--- src/rtl/gde_pkg.sv ---
package gde_pkg;
  typedef enum logic [1:0] {
    ST_IDLE   = 2'd0,
    ST_ACTIVE = 2'd1,
    ST_OK     = 2'd2,
    ST_FAIL   = 2'd3
  } node_st_t;

  typedef enum logic [1:0] {
    K_PRIM = 2'd0,
    K_SER  = 2'd1,
    K_PAR  = 2'd2,
    K_RSV  = 2'd3
  } alt_kind_t;
endpackage

--- src/rtl/gde_first_true.sv ---
module gde_first_true #(
  parameter int N  = 4,
  localparam int IW = (N > 1) ? $clog2(N) : 1
) (
  input  logic [N-1:0]  vec,
  output logic          found,
  output logic [IW-1:0] idx
);
  always_comb begin
    found = 1'b0;
    idx   = '0;
    for (int i = N - 1; i >= 0; i--) begin
      if (vec[i]) begin
        found = 1'b1;
        idx   = IW'(i);
      end
    end
  end

  always_comb begin
    if (found === 1'b1) begin
      a_pick_is_set_r2: assert (vec[idx] === 1'b1);
    end
  end
endmodule

--- src/rtl/gde_eval.sv ---
module gde_eval
  import gde_pkg::*;
#(
  parameter int N_ALT   = 4,
  parameter int N_CHILD = 8,
  localparam int AW = $clog2(N_ALT),
  localparam int CW = $clog2(N_CHILD)
) (
  input  logic                  start,
  input  node_st_t              st,
  input  logic [AW-1:0]         alt,
  input  logic [CW-1:0]         child,
  input  logic [N_ALT-1:0]      cond,
  input  logic [2*N_ALT-1:0]    kind_v,
  input  logic [CW*N_ALT-1:0]   last_v,
  input  logic                  prim_done,
  input  logic                  prim_ok,
  input  logic [2*N_CHILD-1:0]  res_v,
  output node_st_t              nst,
  output logic [AW-1:0]         nalt,
  output logic [CW-1:0]         nchild,
  output logic [N_CHILD-1:0]    nact
);
  logic          any_cond;
  logic [AW-1:0] pick;

  gde_first_true #(.N(N_ALT)) u_pick (
    .vec  (cond),
    .found(any_cond),
    .idx  (pick)
  );

  // The alternative in use: the one being picked when starting, else the stored one.
  logic [AW-1:0]      use_alt;
  alt_kind_t          kind;
  logic [CW-1:0]      last;
  logic [N_CHILD-1:0] in_range;
  logic               any_fail, all_ok;
  node_st_t           cur_res;
  localparam logic [N_CHILD-1:0] ONE = N_CHILD'(1);

  always_comb begin
    use_alt = (st == ST_IDLE) ? pick : alt;
    kind    = alt_kind_t'(kind_v[2*use_alt +: 2]);
    last    = last_v[CW*use_alt +: CW];
    cur_res = node_st_t'(res_v[2*child +: 2]);
    any_fail = 1'b0;
    all_ok   = 1'b1;
    for (int i = 0; i < N_CHILD; i++) begin
      in_range[i] = (CW'(i) <= last);
      if (in_range[i]) begin
        if (res_v[2*i +: 2] == ST_FAIL) any_fail = 1'b1;
        if (res_v[2*i +: 2] != ST_OK)   all_ok   = 1'b0;
      end
    end
  end

  always_comb begin
    nst    = st;
    nalt   = alt;
    nchild = child;
    nact   = '0;
    unique case (st)
      ST_IDLE: begin
        if (start) begin
          nchild = '0;
          if (!any_cond) begin
            nst  = ST_FAIL;
            nalt = '0;
          end else begin
            nst  = ST_ACTIVE;
            nalt = pick;
            case (kind)
              K_SER:   nact = ONE;
              K_PAR:   nact = in_range;
              default: nact = '0;
            endcase
          end
        end
      end
      ST_ACTIVE: begin
        if (!cond[alt]) begin
          nst = ST_FAIL;
        end else begin
          case (kind)
            K_SER: begin
              if (cur_res == ST_FAIL) begin
                nst = ST_FAIL;
              end else if (cur_res == ST_OK) begin
                if (child == last) begin
                  nst = ST_OK;
                end else begin
                  nchild = child + 1'b1;
                  nact   = ONE << nchild;
                end
              end else begin
                nact = ONE << child;
              end
            end
            K_PAR: begin
              if (any_fail)    nst = ST_FAIL;
              else if (all_ok) nst = ST_OK;
              else             nact = in_range;
            end
            default: begin
              if (prim_done) nst = prim_ok ? ST_OK : ST_FAIL;
            end
          endcase
        end
      end
      default: ;
    endcase
  end
endmodule

--- src/rtl/gde_out_reg.sv ---
module gde_out_reg
  import gde_pkg::*;
#(
  parameter int AW = 2,
  parameter int CW = 3,
  parameter int NC = 8
) (
  input  logic          clk,
  input  logic          rst_n,
  input  logic          take,
  input  logic          out_ready,
  input  node_st_t      d_st,
  input  logic [AW-1:0] d_alt,
  input  logic [CW-1:0] d_child,
  input  logic [NC-1:0] d_act,
  output logic          out_valid,
  output node_st_t      q_st,
  output logic [AW-1:0] q_alt,
  output logic [CW-1:0] q_child,
  output logic [NC-1:0] q_act
);
  always_ff @(posedge clk or negedge rst_n) begin
    if (!rst_n) begin
      out_valid <= 1'b0;
      q_st      <= ST_IDLE;
      q_alt     <= '0;
      q_child   <= '0;
      q_act     <= '0;
    end else if (take) begin
      out_valid <= 1'b1;
      q_st      <= d_st;
      q_alt     <= d_alt;
      q_child   <= d_child;
      q_act     <= d_act;
    end else if (out_ready) begin
      out_valid <= 1'b0;
    end
  end

  p_hold_r10: assert property (@(posedge clk) disable iff (!rst_n)
    (out_valid && !out_ready) |=>
      (out_valid && $stable(q_st) && $stable(q_alt) && $stable(q_child) && $stable(q_act)));

  p_done_quiet_r9: assert property (@(posedge clk) disable iff (!rst_n)
    (out_valid && (q_st == ST_OK || q_st == ST_FAIL)) |-> (q_act == '0));
endmodule

--- src/rtl/goal_node_eval.sv ---
module goal_node_eval
  import gde_pkg::*;
#(
  parameter int N_ALT   = 4,
  parameter int N_CHILD = 8,
  localparam int AW = $clog2(N_ALT),
  localparam int CW = $clog2(N_CHILD)
) (
  input  logic                 clk,
  input  logic                 rst_n,
  input  logic                 in_valid,
  output logic                 in_ready,
  input  logic                 in_start,
  input  logic [1:0]           in_status,
  input  logic [AW-1:0]        in_alt,
  input  logic [CW-1:0]        in_child,
  input  logic [N_ALT-1:0]     in_cond,
  input  logic [2*N_ALT-1:0]   in_kind,
  input  logic [CW*N_ALT-1:0]  in_last,
  input  logic                 in_prim_done,
  input  logic                 in_prim_ok,
  input  logic [2*N_CHILD-1:0] in_child_res,
  output logic                 out_valid,
  input  logic                 out_ready,
  output logic [1:0]           out_status,
  output logic [AW-1:0]        out_alt,
  output logic [CW-1:0]        out_child,
  output logic [N_CHILD-1:0]   out_act
);
  node_st_t           n_st, q_st;
  logic [AW-1:0]      n_alt;
  logic [CW-1:0]      n_child;
  logic [N_CHILD-1:0] n_act;
  logic               take;

  assign in_ready   = !out_valid || out_ready;
  assign take       = in_valid && in_ready;
  assign out_status = q_st;

  gde_eval #(.N_ALT(N_ALT), .N_CHILD(N_CHILD)) u_eval (
    .start    (in_start),
    .st       (node_st_t'(in_status)),
    .alt      (in_alt),
    .child    (in_child),
    .cond     (in_cond),
    .kind_v   (in_kind),
    .last_v   (in_last),
    .prim_done(in_prim_done),
    .prim_ok  (in_prim_ok),
    .res_v    (in_child_res),
    .nst      (n_st),
    .nalt     (n_alt),
    .nchild   (n_child),
    .nact     (n_act)
  );

  gde_out_reg #(.AW(AW), .CW(CW), .NC(N_CHILD)) u_out (
    .clk      (clk),
    .rst_n    (rst_n),
    .take     (take),
    .out_ready(out_ready),
    .d_st     (n_st),
    .d_alt    (n_alt),
    .d_child  (n_child),
    .d_act    (n_act),
    .out_valid(out_valid),
    .q_st     (q_st),
    .q_alt    (out_alt),
    .q_child  (out_child),
    .q_act    (out_act)
  );

  p_cond_drop_r4: assert property (@(posedge clk) disable iff (!rst_n)
    (take && in_status == ST_ACTIVE && !in_cond[in_alt]) |=>
      (out_valid && out_status == ST_FAIL && out_act == '0));

  p_serial_onehot_r5: assert property (@(posedge clk) disable iff (!rst_n)
    (take && in_status == ST_ACTIVE && in_cond[in_alt] &&
     in_kind[2*in_alt +: 2] == K_SER) |=> $onehot0(out_act));

  p_nocond_fail_r3: assert property (@(posedge clk) disable iff (!rst_n)
    (take && in_status == ST_IDLE && in_start && in_cond == '0) |=>
      (out_status == ST_FAIL && out_act == '0));
endmodule

--- config.mk ---
export PLATFORM = sky130hd
export DESIGN_NAME = goal_node_eval
export DESIGN_NICKNAME = d
export VERILOG_FILES = /design/src/rtl/gde_pkg.sv /design/src/rtl/gde_first_true.sv /design/src/rtl/gde_eval.sv /design/src/rtl/gde_out_reg.sv /design/src/rtl/goal_node_eval.sv
export SDC_FILE = /design/constraint.sdc
export NUM_CORES = 1
export LEC_CHECK = 0
export ABC_AREA = 0
export BUFFER_PORTS_ARGS = -buffer_cell sky130_fd_sc_hd__buf_2
export CORE_ASPECT_RATIO = 1.4
export CORE_MARGIN = 1
export CORE_UTILIZATION = 30
export DETAILED_ROUTE_END_ITERATION = 7
export GPL_TIMING_DRIVEN = 0
export MAX_ROUTING_LAYER = met4
export PLACE_DENSITY_LB_ADDON = 0.08
export SLEW_MARGIN = 20
export SYNTH_ARGS = -nofsm -noshare
export SYNTH_HDL_FRONTEND = slang
export SYNTH_SLANG_ARGS = --single-unit
--- constraint.sdc ---
create_clock -name clk -period 1.3 [get_ports clk]
set_input_delay 0.13 -clock clk [delete_from_list [all_inputs] [get_ports clk]]
set_output_delay 0.13 -clock clk [all_outputs]
set_load 0.03 [all_outputs]
==> impl_table.tex <==
\begin{tabular}{lr}
\hline
Metric & Value \\
\hline
\multicolumn{2}{l}{\textbf{Finish}} \\
Ant. Diodes & 0 \\
P\&R area growth vs syn & 52.9\% \\
Most frequent cells in the layout & 68 x sky130\_fd\_sc\_hd\_\_buf\_2, 26 x sky130\_fd\_sc\_hd\_\_buf\_4, 26 x sky130\_fd\_sc\_hd\_\_nor2\_1 \\
Share of post-route cells with drive strength above 1 & 48.7\% \\
Final non-filler cell total & 451 \\
Most frequent standard cell in the layout excluding fill and tap cells & sky130\_fd\_sc\_hd\_\_buf\_2 \\
Final net count & 424 \\
Final instance area & 3240 um\^{}2 \\
Post-route core utilization & 48.3\% \\
Number of fill cells & 665 \\
\multicolumn{2}{l}{\textbf{STA}} \\
Time the worst path needs with I/O delays and setup & 2.37 ns \\
Setup TNS Final & -12.85 ns \\
Period Utilization, post-route & 183\% \\
Setup repair after global routing missed its margin & yes \\
Final number of max-transition violations & 0 \\
Max\_slew headroom & 62.0\% \\
Clock skew & 0.00750 ns \\
Worst Slack Setup Final & -1.07 ns \\
Timing-limited maximum frequency & 0.421 GHz \\
Number of setup violations in the final report & 13 \\
Final Hold Fails & 0 \\
Slew @ Worst Pin & 0.568 ns \\
\multicolumn{2}{l}{\textbf{Placed design}} \\
DP HPWL & 5.66 mm \\
Final GP Congestion & 0.812 \\
Placed standard-cell area & 2670 um\^{}2 \\
\# port buffers & 69 \\
Placed instance count & 417 \\
\multicolumn{2}{l}{\textbf{Power and ir drop}} \\
Clock group share of total power & 16.8\% \\
Comb pwr share & 58.1\% \\
Power density over the cells & 693 nW/um\^{}2 \\
Switching power of the nets & 908 uW \\
Worst vdd ir & 0.000304 V \\
Switching share of power & 40.4\% \\
Internal portion of total power & 1.34 mW \\
Part of the power in registers & 25.1\% \\
Pleak & 1.44 nW \\
\multicolumn{2}{l}{\textbf{CTS}} \\
Cts bufs inserted & 3 \\
Maximum clock insertion buffer count & 2 \\
CTS tree & done \\
Worst skew pair latency & 0.25 ns \\
Clock-pin slew of the registers on the worst-case setup and hold paths & 0.06 ns \\
Clk sinks & 16 \\
H-tree levels & 1 \\
CTS Root Cell & sky130\_fd\_sc\_hd\_\_clkbuf\_8 \\
\multicolumn{2}{l}{\textbf{Logic synthesis}} \\
Mean post-synth cell area & 8.27 um\^{}2 \\
\#FFs+latches synth & 16 \\
Post-synthesis cell count & 256 \\
Share of async-settable or async-resettable flops after synthesis & 100\% \\
Part of the Yosys area used for sequential elements & 18.9\% \\
Post-Synthesis Cell Area & 2120 um\^{}2 \\
Number of synthesis warnings & 0 \\
Prevailing post-synth register cell & sky130\_fd\_sc\_hd\_\_dfrtp\_1 \\
Count of flip-flops with a built-in enable after synthesis & 0 \\
Number of distinct library cells after synthesis & 63 \\
Mapped Nets & 320 \\
\multicolumn{2}{l}{\textbf{Floorplan}} \\
Die Span Y & 101 um \\
Site row count & 35 \\
I/O pins & 71 \\
Die footprint & 7410 um\^{}2 \\
Initial cell density of the core & 31.6\% \\
Floorplan die width & 73.0 um \\
Core footprint & 6700 um\^{}2 \\
\multicolumn{2}{l}{\textbf{Drt}} \\
Overall via count from detail\_route & 2413 \\
Wire per inst & 15.9 um \\
Mean number of vias per cell & 5.35 \\
Number of routed nets with antenna violations & 0 \\
DRC violation count after routing & 0 \\
Post-Route WL & 7.19 mm \\
Iter 0 DRT Violations & 113 \\
Iteration count of the initial detailed-routing pass & 4 \\
\multicolumn{2}{l}{\textbf{Setup path}} \\
Required @ worst endpoint & 1.43 ns \\
Critical Path Sink Type & register \\
Sort of element at the start of the critical path & input pin \\
Worst path arrival time & 2.50 ns \\
Worst-path fanout max & 5 \\
CP Class & in2reg \\
\multicolumn{2}{l}{\textbf{Outcome}} \\
Violated checks & setup timing \\
Result of the run & finished, violations left \\
\multicolumn{2}{l}{\textbf{Global route}} \\
Total gr overflow & 0 \\
Vias in the first global route & 2445 \\
Wire length of the first global-routing pass & 11.1 mm \\
Largest net degree at the start of global routing & 17 \\
Number of antenna violations at the first check in global routing & 0 \\
All-layer global routing usage & 19.9\% \\
\multicolumn{2}{l}{\textbf{Min path}} \\
Worst Hold Class & in2reg \\
\multicolumn{2}{l}{\textbf{Job}} \\
Count of max-cap constraint violations & 0 \\
\hline
\end{tabular}
-- flip-flops by register name, summed over array words and instances (netlist names) --
signal / count
u_out.out_valid: 1
u_out.q_act: 8
u_out.q_alt: 2
u_out.q_child: 3
u_out.q_st: 2
-- stage by stage --
stage                     total power, mW  setup slack [ns]  hold slack (ns)
after CTS                            2.18             -1.14           0.0933
after global routing                 2.38             -1.15            0.112
after global placement               1.60             -1.67           0.0657
after floorplan                      1.27             -1.11           -0.166
after detailed placement             1.60             -1.73           0.0634
final                                2.25             -1.07            0.106
-- layer usage --
| metal | up-vias | share of wire [%] | GRT usage [%] |
|---|---|---|---|
| met5 | - | 0 | - |
| met4 | 0 | 1.7 | 6.33 |
| met3 | 10 | 2.7 | 1.09 |
| met2 | 80 | 56 | 39.0 |
| met1 | 1144 | 40 | 20.5 |
| li1 | 1179 | - | - |
-- critical path, cell delays in order --
cell                       delay, ns
sky130_fd_sc_hd__buf_8          0.10
sky130_fd_sc_hd__or2_4          0.27
sky130_fd_sc_hd__a31o_1         0.20
sky130_fd_sc_hd__buf_6          0.14
sky130_fd_sc_hd__a221oi_4       0.38
sky130_fd_sc_hd__a221oi_2       0.08
sky130_fd_sc_hd__o41ai_2        0.28
sky130_fd_sc_hd__o311ai_2       0.21
sky130_fd_sc_hd__and4_1         0.22
sky130_fd_sc_hd__or2_1          0.21
sky130_fd_sc_hd__a221o_1        0.28
-- repair_timing --
| item | CTS | global route |
|---|---|---|
| pin swaps | 31 | 17 |
| resized for setup | 44 | 24 |
| endpoints found under the hold margin | 16 | 0 |
| hold buffers | 1 | 0 |
| setup buffers | 23 | 5 |
| cloned | 2 | 0 |
| endpoints found under the setup margin | 13 | 14 |
-- cell families after synthesis --
logic type | after synthesis | share of synthesized area [%]
xor gates and xnor gates | 3 | 1.24
DFF | 16 | 18.9
muxes | 24 | 15.5
AOI/OAI and AO/OA | 79 | 29.0
and+or+nand+nor | 97 | 23.4
buffers and inverters | 27 | 5.97
adders and majority gates | 10 | 5.91
-- final timing paths --
kind / endpoint / slack (ns) / start / cells past startpoint
worst min register to register: u_out.q_alt[1]$_DFFE_PN0P_ / 0.48 / u_out.q_alt[1]$_DFFE_PN0P_ / 2
min in group asynchronous: u_out.q_child[1]$_DFFE_PN0P_ / 0.33 / rst_n / 2
max in group asynchronous: u_out.out_valid$_DFFE_PN0P_ / 0.68 / rst_n / 2
worst min-delay path: u_out.out_valid$_DFFE_PN0P_ / 0.11 / in_valid / 2
worst max-delay path: u_out.q_act[3]$_DFFE_PN0P_ / -1.07 / in_cond[2] / 11
worst max register to register: u_out.q_act[5]$_DFFE_PN0P_ / -0.33 / u_out.out_valid$_DFFE_PN0P_ / 7
-- final cells by class --
| cell class | count | area, um^2 | share of cell area (%) |
|---|---|---|---|
| Buffer | 10 | 100 | 3.09 |
| Clock buffer | 4 | 45.0 | 1.39 |
| Inverter | 17 | 63.8 | 1.97 |
| Multi-Input combinational cell | 214 | 1900 | 58.6 |
| Sequential cell | 16 | 402 | 12.4 |
| Tap cell | 92 | 115 | 3.55 |
| Timing Repair Buffer | 98 | 616 | 19.0 |
-- power by group through the flow --
stage               sequential (mW)  combinational (mW)  clock [mW]
finish                        0.564                1.31       0.376
global route                  0.568                1.41       0.407
CTS                           0.564                1.23       0.388
detailed placement            0.573                1.02           0
global placement              0.571                1.02           0
floorplan                     0.657               0.613           0
-- Yosys cell counts, drive strengths merged (4+ instances only) --
library cell / n / area share (%)
or2: 4 / 1.3
and3: 5 / 1.5
a22oi: 7 / 2.5
a21oi: 9 / 2.1
mux4: 5 / 5.3
ha: 10 / 5.9
nand3: 9 / 2.4
inv: 17 / 3.0
mux2i: 14 / 7.2
nand2b: 7 / 2.1
dfrtp: 16 / 19
mux2: 5 / 3.0
clkbuf: 4 / 0.71
a311oi: 4 / 2.2
o21ai: 14 / 3.3
nand2: 22 / 3.9
nor2: 30 / 6.1
o21a: 4 / 1.4
nor2b: 4 / 1.2
a221o: 4 / 1.9
buf: 6 / 2.2
a31oi: 9 / 2.7
Power figures use the tool's default switching activity.
